==> config.mk <==
export PLATFORM = sky130hd
export DESIGN_NAME = fifo_split_ctrl
export DESIGN_NICKNAME = d
export VERILOG_FILES = /design/src/rtl/fq_cfg_pkg.sv /design/src/rtl/fq_rate.sv /design/src/rtl/fq_decide.sv /design/src/rtl/fq_head_map.sv /design/src/rtl/fifo_split_ctrl.sv
export SDC_FILE = /design/constraint.sdc
export NUM_CORES = 1
export LEC_CHECK = 0
export ABC_AREA = 0
export CORE_MARGIN = 4
export CORE_UTILIZATION = 25
export CTS_CLUSTER_SIZE = 16
export DETAILED_ROUTE_END_ITERATION = 6
export DONT_BUFFER_PORTS = 1
export PLACE_DENSITY = 0.34
export RECOVER_POWER = 50
export SETUP_SLACK_MARGIN = 0.05
export SKIP_CTS_REPAIR_TIMING = 1
export SLEW_MARGIN = 15
export SYNTH_ARGS = -nofsm -noshare
export SYNTH_HDL_FRONTEND = slang
export SYNTH_SLANG_ARGS = --single-unit
export TNS_END_PERCENT = 1
==> constraint.sdc <==
create_clock -name clk -period 14.9 [get_ports clk]
set_input_delay 1.49 -clock clk [delete_from_list [all_inputs] [get_ports clk]]
set_output_delay 1.49 -clock clk [all_outputs]
set_load 0.1 [all_outputs]
==> src/rtl/fq_cfg_pkg.sv <==
// Package: thresholds and shared types of the FIFO split controller.
// Rates are in hundredths of an instruction per cycle. Percent values are whole percents.
package fq_cfg_pkg;
    localparam int RATE_ONE      = 100; // one instruction per cycle
    localparam int SH_GAP        = 100; // issue minus commit limit
    localparam int SH_STALL_PCT  = 3;   // low-stall limit
    localparam int SH_IPC_BASE   = 270; // low-rate limit at level 0
    localparam int SH_IPC_STEP   = 20;  // low-rate limit drop per level
    localparam int SH_OCC_PCT    = 20;  // occupancy fraction of average
    localparam int SH_DRIFT_BASE = 15;  // drift limit at level 0
    localparam int SH_DRIFT_STEP = 15;  // drift limit rise per level
    localparam int GR_PREV_KEEP  = 92;  // kept share of previous rate
    localparam int GR_FPM_KEEP   = 94;  // kept share of level-0 rate
    localparam int GR_STALL_PCT  = 15;  // high-stall limit

    typedef enum logic [1:0] {
        ACT_HOLD   = 2'd0,
        ACT_GROW   = 2'd1,  // more, shallower FIFOs (level down)
        ACT_SHRINK = 2'd2   // fewer, deeper FIFOs (level up)
    } fq_act_e;
endpackage

==> src/rtl/fq_rate.sv <==
// fq_rate: converts a per-window count into a rate in hundredths.
// Assumes the window length is 2**WIN_LG cycles and the result fits RATE_W bits.
module fq_rate #(
    parameter int CNT_W  = 13,
    parameter int WIN_LG = 10,
    parameter int RATE_W = 12
) (
    input  logic [CNT_W-1:0]  cnt,
    output logic [RATE_W-1:0] rate
);
    import fq_cfg_pkg::*;

    logic [31:0] scaled;

    // Scale to hundredths, then divide by the window length.
    always_comb begin
        scaled = 32'(cnt) * 32'(RATE_ONE);
        rate   = RATE_W'(scaled >> WIN_LG);
    end
endmodule

==> src/rtl/fq_decide.sv <==
// fq_decide: combinational policy. Evaluates the fall (grow) and rise (shrink)
// triggers for one window. A fall trigger masks every rise trigger.
// Assumes the history inputs are only meaningful when their valid bits are set.
module fq_decide #(
    parameter int RATE_W = 12,
    parameter int STAT_W = 16,
    parameter int OCC_W  = 7,
    parameter int LVL_W  = 3
) (
    input  logic [RATE_W-1:0] ipc_now,
    input  logic [RATE_W-1:0] ipc_cmt,
    input  logic [RATE_W-1:0] avg_ipc,
    input  logic [RATE_W-1:0] prev_ipc,
    input  logic              prev_v,
    input  logic [RATE_W-1:0] fpm_ipc,
    input  logic              fpm_v,
    input  logic [STAT_W-1:0] ready_cnt,
    input  logic [STAT_W-1:0] stall_cnt,
    input  logic [OCC_W-1:0]  occ_cur,
    input  logic [OCC_W-1:0]  occ_avg,
    input  logic [LVL_W-1:0]  level,
    output fq_cfg_pkg::fq_act_e act
);
    import fq_cfg_pkg::*;

    logic [31:0] now_w, cmt_w, avg_w, rdy_w, stl_w, lvl_w;
    logic [31:0] ipc_floor, drift_lim, low_step;
    logic        gr_prev, gr_fpm, gr_stall, grow_any;
    logic        sh_gap, sh_stall, sh_ipc, sh_occ, sh_drift, shrink_any;

    // Widen the operands once so every comparison is done in 32 bits.
    always_comb begin
        now_w = 32'(ipc_now);
        cmt_w = 32'(ipc_cmt);
        avg_w = 32'(avg_ipc);
        rdy_w = 32'(ready_cnt);
        stl_w = 32'(stall_cnt);
        lvl_w = 32'(level);
    end

    // Level-scaled limits. The low-rate floor clamps at zero.
    always_comb begin
        low_step  = lvl_w * 32'(SH_IPC_STEP);
        ipc_floor = (32'(SH_IPC_BASE) > low_step) ? 32'(SH_IPC_BASE) - low_step : 32'd0;
        drift_lim = 32'(SH_DRIFT_BASE) + lvl_w * 32'(SH_DRIFT_STEP);
    end

    // Fall triggers: the rate drops against either history, or too many stalls.
    always_comb begin
        gr_prev  = prev_v && (now_w * 32'(RATE_ONE) < 32'(prev_ipc) * 32'(GR_PREV_KEEP));
        gr_fpm   = fpm_v  && (now_w * 32'(RATE_ONE) < 32'(fpm_ipc)  * 32'(GR_FPM_KEEP));
        gr_stall = stl_w * 32'(RATE_ONE) > rdy_w * 32'(GR_STALL_PCT);
        grow_any = gr_prev || gr_fpm || gr_stall;
    end

    // Rise triggers: throughput or occupancy suggests the wide split is not needed.
    always_comb begin
        sh_gap     = now_w > cmt_w + 32'(SH_GAP);
        sh_stall   = stl_w * 32'(RATE_ONE) < rdy_w * 32'(SH_STALL_PCT);
        sh_ipc     = now_w < ipc_floor;
        sh_occ     = 32'(occ_cur) * 32'(RATE_ONE) < 32'(occ_avg) * 32'(SH_OCC_PCT);
        sh_drift   = avg_w > now_w + drift_lim;
        shrink_any = sh_gap || sh_stall || sh_ipc || sh_occ || sh_drift;
    end

    // Priority encode: fall first, then rise, else hold.
    always_comb begin
        if (grow_any)        act = ACT_GROW;
        else if (shrink_any) act = ACT_SHRINK;
        else                 act = ACT_HOLD;
    end
endmodule

==> src/rtl/fq_head_map.sv <==
// fq_head_map: maps the current split onto the fixed entry array.
// Assumes each FIFO keeps its oldest entry at the lowest index of its segment,
// so a segment base with a valid entry is the only one that may request issue.
module fq_head_map #(
    parameter int ENTRIES = 64,
    parameter int LVL_W   = 3,
    parameter int OCC_W   = 7
) (
    input  logic [LVL_W-1:0]   level,
    input  logic [ENTRIES-1:0] ent_valid,
    output logic [OCC_W-1:0]   fifo_count,
    output logic [OCC_W-1:0]   fifo_depth,
    output logic [ENTRIES-1:0] head_en
);
    logic [31:0] seg_mask;

    // Segment geometry for the current level.
    always_comb begin
        fifo_count = OCC_W'(32'(ENTRIES) >> level);
        fifo_depth = OCC_W'(32'd1 << level);
        seg_mask   = (32'd1 << level) - 32'd1;
    end

    // One enable per entry: valid and at the base of its segment.
    for (genvar gi = 0; gi < ENTRIES; gi++) begin : g_head
        assign head_en[gi] = ent_valid[gi] && ((32'(gi) & seg_mask) == 32'd0);
    end
endmodule

==> src/rtl/fifo_split_ctrl.sv <==
// fifo_split_ctrl: top of the issue queue split controller.
// Holds the split level and the rate history. Steps the level once per window.
// Assumes win_done is a single-cycle pulse with the window statistics valid alongside it.
module fifo_split_ctrl #(
    parameter int ENTRIES = 64,
    parameter int WIN_LG  = 10,
    parameter int CNT_W   = 13,
    parameter int STAT_W  = 16,
    parameter int RATE_W  = 12,
    localparam int LVL_MAX = $clog2(ENTRIES),
    localparam int LVL_W   = $clog2(LVL_MAX + 1),
    localparam int OCC_W   = $clog2(ENTRIES) + 1
) (
    input  logic               clk,
    input  logic               rst_n,
    input  logic               win_done,
    input  logic [CNT_W-1:0]   issue_cnt,
    input  logic [CNT_W-1:0]   commit_cnt,
    input  logic [STAT_W-1:0]  ready_cnt,
    input  logic [STAT_W-1:0]  stall_cnt,
    input  logic [OCC_W-1:0]   occ_cur,
    input  logic [OCC_W-1:0]   occ_avg,
    input  logic [RATE_W-1:0]  avg_ipc,
    input  logic [ENTRIES-1:0] ent_valid,
    output logic [LVL_W-1:0]   level,
    output logic [OCC_W-1:0]   fifo_count,
    output logic [OCC_W-1:0]   fifo_depth,
    output logic [ENTRIES-1:0] head_en
);
    import fq_cfg_pkg::*;

    logic [RATE_W-1:0] ipc_now, ipc_cmt;
    logic [RATE_W-1:0] prev_ipc, fpm_ipc;
    logic              prev_v, fpm_v;
    fq_act_e           act;

    fq_rate #(.CNT_W(CNT_W), .WIN_LG(WIN_LG), .RATE_W(RATE_W)) u_rate_iss (
        .cnt(issue_cnt), .rate(ipc_now));

    fq_rate #(.CNT_W(CNT_W), .WIN_LG(WIN_LG), .RATE_W(RATE_W)) u_rate_cmt (
        .cnt(commit_cnt), .rate(ipc_cmt));

    fq_decide #(.RATE_W(RATE_W), .STAT_W(STAT_W), .OCC_W(OCC_W), .LVL_W(LVL_W)) u_decide (
        .ipc_now(ipc_now), .ipc_cmt(ipc_cmt), .avg_ipc(avg_ipc),
        .prev_ipc(prev_ipc), .prev_v(prev_v), .fpm_ipc(fpm_ipc), .fpm_v(fpm_v),
        .ready_cnt(ready_cnt), .stall_cnt(stall_cnt),
        .occ_cur(occ_cur), .occ_avg(occ_avg), .level(level), .act(act));

    fq_head_map #(.ENTRIES(ENTRIES), .LVL_W(LVL_W), .OCC_W(OCC_W)) u_head (
        .level(level), .ent_valid(ent_valid),
        .fifo_count(fifo_count), .fifo_depth(fifo_depth), .head_en(head_en));

    // Level register: one saturating step per window end.
    always_ff @(posedge clk) begin
        if (!rst_n) begin
            level <= '0;
        end else if (win_done) begin
            if (act == ACT_GROW && level != '0)
                level <= level - 1'b1;
            else if (act == ACT_SHRINK && level != LVL_W'(LVL_MAX))
                level <= level + 1'b1;
        end
    end

    // Rate history: previous window always, level-0 window only at level 0.
    always_ff @(posedge clk) begin
        if (!rst_n) begin
            prev_ipc <= '0;
            prev_v   <= 1'b0;
            fpm_ipc  <= '0;
            fpm_v    <= 1'b0;
        end else if (win_done) begin
            prev_ipc <= ipc_now;
            prev_v   <= 1'b1;
            if (level == '0) begin
                fpm_ipc <= ipc_now;
                fpm_v   <= 1'b1;
            end
        end
    end

    AST_LEVEL_RANGE: assert property (@(posedge clk) disable iff (!rst_n)
        level <= LVL_W'(LVL_MAX));
    AST_LEVEL_HOLD: assert property (@(posedge clk) disable iff (!rst_n)
        !win_done |=> $stable(level));
    AST_ONE_STEP: assert property (@(posedge clk) disable iff (!rst_n)
        win_done |=> (level == $past(level) || level == $past(level) + 1'b1
                      || $past(level) == level + 1'b1));
    AST_GROW_WINS: assert property (@(posedge clk) disable iff (!rst_n)
        (win_done && act == ACT_GROW && level != '0) |=> level + 1'b1 == $past(level));
    AST_HEAD_VALID: assert property (@(posedge clk) disable iff (!rst_n)
        (head_en & ~ent_valid) == '0);
    AST_HEAD_COUNT: assert property (@(posedge clk) disable iff (!rst_n)
        $countones(head_en) <= int'(fifo_count));
endmodule

==> impl_results.md, run 1 <==
- Unrepaired setup endpoints after global routing: false
- Buf+Inv Stages, Crit Path: 3
- Worst slew pin tran: 2.958 ns
- Synth top area cells: ha_1 (38%), fa_1 (14%), inv_1 (8.5%)
- Average wire per standard cell: 16.52 µm
- Tmin final: 10.53 ns
- Critical path peak fanout: 8
- IO Port Bufs: 0
- Reg-to-reg endpoint: level[2]
- Status: finished, violations left
- Crit-path leading delay family: adder cells
- Failing checks: capacitance limit, slew limit
- HP Class: flip-flop to flip-flop
- Clock slew at reported path FFs: 0.08 ns
- Overflow after GRT: 0
- Tcrit/Tclk final: 0.7070
- Core Area: 56,930 µm²
- Critical path's most frequent cell: ha_1
- Top post-synthesis cells by count: ha_1 (438), inv_1 (328), fa_1 (104)
- Initial Util: 0.2546
- Residual DRC count: 0
- Top Ports: 232
- Final nets: 2,418
- Reg2reg start: fpm_ipc[5]
- Syn nets: 2,421
- CTS Sinks: 25
- Num CTS Buffers: 3
- H-tree levels: 1
- Mapped cell area: 14,500 µm²
- Core Rows: 87
- Hold EP: fpm_v
- Reg2reg setup slack: 7.72 ns
- Finished Core Util: 0.2720
- RePlAce Congestion: 0.8519
- Antenna viol nets, final: 0
- CP required: 15.10 ns
- Share of cells above drive strength 1: 0.01798
- Avg Cell Area, Syn: 8.388 µm²
- CP Capture Type: flip-flop
- Maximum clock insertion buffer count: 2
- Slowest stage delay, CP: 0.82 ns
- Die height: 248.8 µm
- Syn-to-layout area delta: 6.819%
- DRT Pass-1 Iters: 5
- DR vias: 11.44k
- Drt first-iter violations: 364
- Final HPWL DP: 37.05 mm
- R2R depth: 28
- Vias per inst: 4.602
- Global-route wire length before repair: 66.62 mm
- Post-synth top area share: 0.3781
- Synth Instances: 1,728
- Largest net degree at the start of global routing: 24
- Final Max Tran Viols: 65
- Critical path class: input pin to flip-flop
- Top cell type by total area after synthesis: ha_1
- Root buffer cell: clkbuf_16
- Max-capacitance violation count: 10
- Routed WL: 41.05 mm
- Slew margin rel.: -0.9718
- Fillers: 6,249
- Seq/Total Area, Yosys: 0.03453
- Number of synthesized register bits: 25
- Count leader, synth: ha_1
- Clk_lat worst skew: 0.28 ns
- Main synth FF type: dfxtp_1
- Setup-failing EPs final: 0
- Critical-path top delay cell: xnor2_1
- Vias in the first global route: 12.24k
- Die width: 248.8 µm
- Initial antenna violation count: 11
- Worst Hold Depth: 2
- Fin. Hold Viols: 0
- Post-synth EDFFs: 0
- Arr. time, crit path: 10.73 ns
- CTS tree: built
- Setup tns final: 0 ns
- Hold path start: fpm_v
- Startpoint Class: input pin
- Yosys warns: 0
- Asr flop ratio synth: 0
- Max Clock Skew: 0.004842 ns
- GRT Total Usage: 0.1316
- FMAX: 94.93 MHz
- Netlist cell types: 75
- Die area: 61,900 µm²
worst max-delay path by stage:
stage                       startpoint  endpoint  slack [ns]  cells past startpoint
after floorplan           issue_cnt[5]  level[2]        5.43                     40
after global placement    issue_cnt[3]  level[2]        4.36                     39
after detailed placement  issue_cnt[2]  level[2]        4.24                     39
after CTS                 issue_cnt[2]  level[2]        4.50                     39
after global routing      issue_cnt[2]  level[2]        3.66                     39
final                     issue_cnt[2]  level[2]        4.37                     39
layer usage:
metal | routed length (µm) | GRT usage | vias to the layer above
met4 | 729 | 0.02276 | 6
li1 | - | - | 5875
met1 | 19120 | 0.1685 | 5285
met2 | 19350 | 0.2360 | 234
met3 | 1802 | 0.02119 | 36
met5 | 47 | 0 | -
flip-flops by register name, indices dropped and copies added, names as in the netlist:
register / flops
level: 3
prev_ipc: 10
fpm_ipc: 10
prev_v: 1
fpm_v: 1
stage by stage:
step | instance area, µm² | cells | hold WS (ns) | setup slack, ns
5_1_grt | 15480 | 2485 | 0.5621 | 3.655
3_3_place_gp | 15440 | 2476 | 0.4738 | 4.360
3_5_place_dp | 15440 | 2476 | 0.4733 | 4.235
4_1_cts | 15520 | 2480 | 0.5098 | 4.502
6_report | 15480 | 2485 | 0.4966 | 4.366
2_1_floorplan | 14500 | 1728 | 0.4414 | 5.434
cell type report:
cell class / count / area (µm²) / area share
Multi-Input combinational cell: 1353 / 12650 / 0.8167
Inverter: 329 / 1235 / 0.07976
Tap cell: 756 / 945.9 / 0.06109
Sequential cell: 25 / 501.7 / 0.03240
Clock buffer: 3 / 75.07 / 0.004848
Timing Repair Buffer: 13 / 60.06 / 0.003879
Antenna cell: 5 / 12.51 / 0.0008081
Clock inverter: 1 / 7.507 / 0.0004848
cells in the final DEF, fill, tap and decap left out, types with 45 or more instances in the layout:
master / count
nor2_1: 80
xnor2_1: 74
xor2_1: 45
ha_1: 438
o21ai_0: 57
and3_1: 53
fa_1: 104
nand2_1: 74
a21oi_1: 100
inv_1: 328
logic make-up after synthesis:
| group | synth area share |
|---|---|
| xor+xnor | 0.07190 |
| buf+inv | 0.09271 |
| flops | 0.03453 |
| simple gates | 0.1325 |
| compound gates | 0.1383 |
| mux | 0.008373 |
| fa+ha+maj | 0.5217 |
tightest hold or removal path, cell delays in order, from the launching register on:
cell and delay, ns:
dfxtp_1 0.34, nor2_1 0.05, nor2_1 0.07
Power of run 1 is left out: the tool's default activity adds up to more than one toggle a clock period on the data nets, which glitch-free logic cannot reach.
==> run 2, diff against run 1 <==
--- a/config.mk
+++ b/config.mk
@@ -5,7 +5,7 @@
 export SDC_FILE = /design/constraint.sdc
 export NUM_CORES = 1
 export LEC_CHECK = 0
-export ABC_AREA = 0
+export ABC_AREA = 1
 export CORE_MARGIN = 4
 export CORE_UTILIZATION = 25
 export CTS_CLUSTER_SIZE = 16
==> constraint.sdc (replaced) <==
create_clock -name clk -period 10.6 [get_ports clk]
set_input_delay 1.06 -clock clk [delete_from_list [all_inputs] [get_ports clk]]
set_output_delay 1.06 -clock clk [all_outputs]
set_load 0.1 [all_outputs]
==> impl_results.md, run 2 <==
- Main synth FF type: dfxtp_1
- Global-route wire length before repair: 66.53 mm
- DR vias: 12.32k
- Arr. time, crit path: 7.64 ns
- Critical path peak fanout: 16
- Avg Cell Area, Syn: 7.442 µm²
- Vias in the first global route: 12.72k
- HP Class: flip-flop to flip-flop
- H-tree levels: 1
- Drt first-iter violations: 375
- IO Port Bufs: 0
- Synth top area cells: ha_1 (37%), fa_1 (14%), inv_1 (12%)
- Max-capacitance violation count: 19
- Post-synth EDFFs: 0
- Top Ports: 232
- Share of cells above drive strength 1: 0.04514
- Residual DRC count: 0
- Mapped cell area: 14,960 µm²
- Buf+Inv Stages, Crit Path: 5
- CP required: 9.54 ns
- Unrepaired setup endpoints after global routing: false
- Crit-path leading delay family: buffers and inverters
- Overflow after GRT: 0
- CTS Sinks: 25
- Placed cells: 2,785
- Setup tns final: 0 ns
- Syn-to-layout area delta: 8.507%
- Netlist cell types: 51
- Final Max Tran Viols: 62
- FMAX: 114.9 MHz
- Top cell type by total area after synthesis: ha_1
- Top post-synthesis cells by count: inv_1 (469), ha_1 (438), nand2_1 (294)
- Post-synth top area share: 0.3664
- Core Rows: 89
- Worst slew pin tran: 2.684 ns
- Maximum clock insertion buffer count: 2
- Yosys warns: 0
- DRT Pass-1 Iters: 7
- Initial Util: 0.2530
- Tcrit/Tclk final: 0.8210
- Seq/Total Area, Yosys: 0.03346
- Worst setup startpoint: level[2]
- Asr flop ratio synth: 0
- Clk_lat worst skew: 0.28 ns
- Finished Layout Cells: 2,792
- Failing checks: capacitance limit, slew limit
- Most frequent cells in the layout: inv_1 (469), ha_1 (438), nand2_1 (295), a21oi_1 (155), fa_1 (104)
- Average wire per standard cell: 14.69 µm
- Slowest stage delay, CP: 1.91 ns
- Synth Instances: 2,010
- Setup-failing EPs final: 0
- Most common cell after layout, fill and taps aside: inv_1
- Final nets: 2,710
- Die height: 252.6 µm
- Reg2reg start: level[1]
- Max Clock Skew: 0.002320 ns
- RePlAce Congestion: 0.7911
- Slew margin rel.: -0.7893
- Biggest registers after layout: fpm_ipc (10), prev_ipc (10), level (3)
- Routed WL: 41.03 mm
- CTS tree: built
- Core Area: 59,130 µm²
- Critical-path top delay cell: clkbuf_1
- Fin. Hold Viols: 0
- Final HPWL DP: 37.42 mm
- Worst path cell trace: clkbuf_1 -> nor2_4 -> clkbuf_1 -> clkinv_1 -> ha_1 -> o21ai_0 -> nor3_1 -> nor2_1 -> inv_1 -> nor2_1 -> inv_1 -> nor2_2
- Die area: 63,810 µm²
- Root buffer cell: clkbuf_16
- GRT Total Usage: 0.1280
- Clock slew at reported path FFs: 0.08 ns
- Antenna viol nets, final: 0
- Count leader, synth: inv_1
- CP Capture Type: output port
- Syn nets: 2,703
- Startpoint Class: flip-flop
- Vias per inst: 4.412
- Fillers: 6,556
- Die width: 252.6 µm
- Largest net degree at the start of global routing: 17
- Tmin final: 8.703 ns
- Status: finished, violations left
- Num CTS Buffers: 3
- Initial antenna violation count: 8
- Hold path start: prev_v
- Critical path class: flip-flop to output port
- Number of synthesized register bits: 25
## run 2: cell count changes in the layout (fill, tap and decap cells not counted), sizes merged, moves of 11 or more
cell    before  now
o21a        16    5
nor2        80  134
a21oi      101  160
xor2        45   80
a21o        31   12
nand2       74  302
mux2i       11    0
nand2b      21    0
inv        328  471
xnor2       74   36
nor2b       22    1
and3        53    3
and2        28    5
nand3       26   61
## run 2: final cells by class
cell class	count	area, µm²	share of cell area
diodes	3	7.507	0.0004625
clock buffers	3	75.07	0.004625
clock inverters	1	5.005	0.0003084
inverters	475	1783	0.1099
multi-input cells	1496	12710	0.7832
flip-flops and latches	25	500.5	0.03084
well taps	773	967.2	0.05959
repair buffers	16	180.2	0.01110
## run 2: routing by layer
metal / global-route usage / vias to the layer above / part of all wire
met5: 0 / - / 0.0020
met4: 0.007290 / 10 / 0.0038
met3: 0.02274 / 21 / 0.048
met2: 0.2169 / 171 / 0.45
met1: 0.1789 / 5643 / 0.49
li1: - / 6472 / -
## run 2: kinds of logic after synthesis
logic type,after synthesis,share of synthesized area
AOI/OAI and AO/OA,284,0.1082
xor gates and xnor gates,116,0.06918
and+or+nand+nor,554,0.1584
DFF,25,0.03346
adders and majority gates,542,0.5056
buffers and inverters,489,0.1251
## run 2: worst paths after layout
check | endpoint | slack, ns | cells past startpoint
worst max-delay path | head_en[56] | 1.90 | 12
worst min-delay path | prev_v | 0.47 | 2
worst max register to register | level[1] | 3.88 | 28
worst min register to register | prev_v | 0.47 | 2
## run 2: worst reg2reg max path, delay by kind of cell (launching register included)
kind                     cells  cell delay, ns
XOR/XNOR                     1            0.17
buffers and inverters        3            1.51
flip-flops                   1            0.33
AO/OA/AOI/OAI                6            0.80
AND/OR/NAND/NOR             12            1.42
adder cells (fa/ha/maj)      6            2.45
## run 2: stage by stage
stage | util | area (µm²) | setup WS (ns) | hold slack (ns)
2_1_floorplan | - | 14960 | 2.739 | 0.4365
3_3_place_gp | 0.2746 | 16240 | 2.015 | 0.4554
3_5_place_dp | 0.2746 | 16240 | 1.897 | 0.4623
4_1_cts | 0.2759 | 16320 | 2.154 | 0.4781
5_1_grt | 0.2744 | 16230 | 1.207 | 0.5147
6_report | 0.2745 | 16230 | 1.897 | 0.4727
Power of run 2 is left out for the same reason.
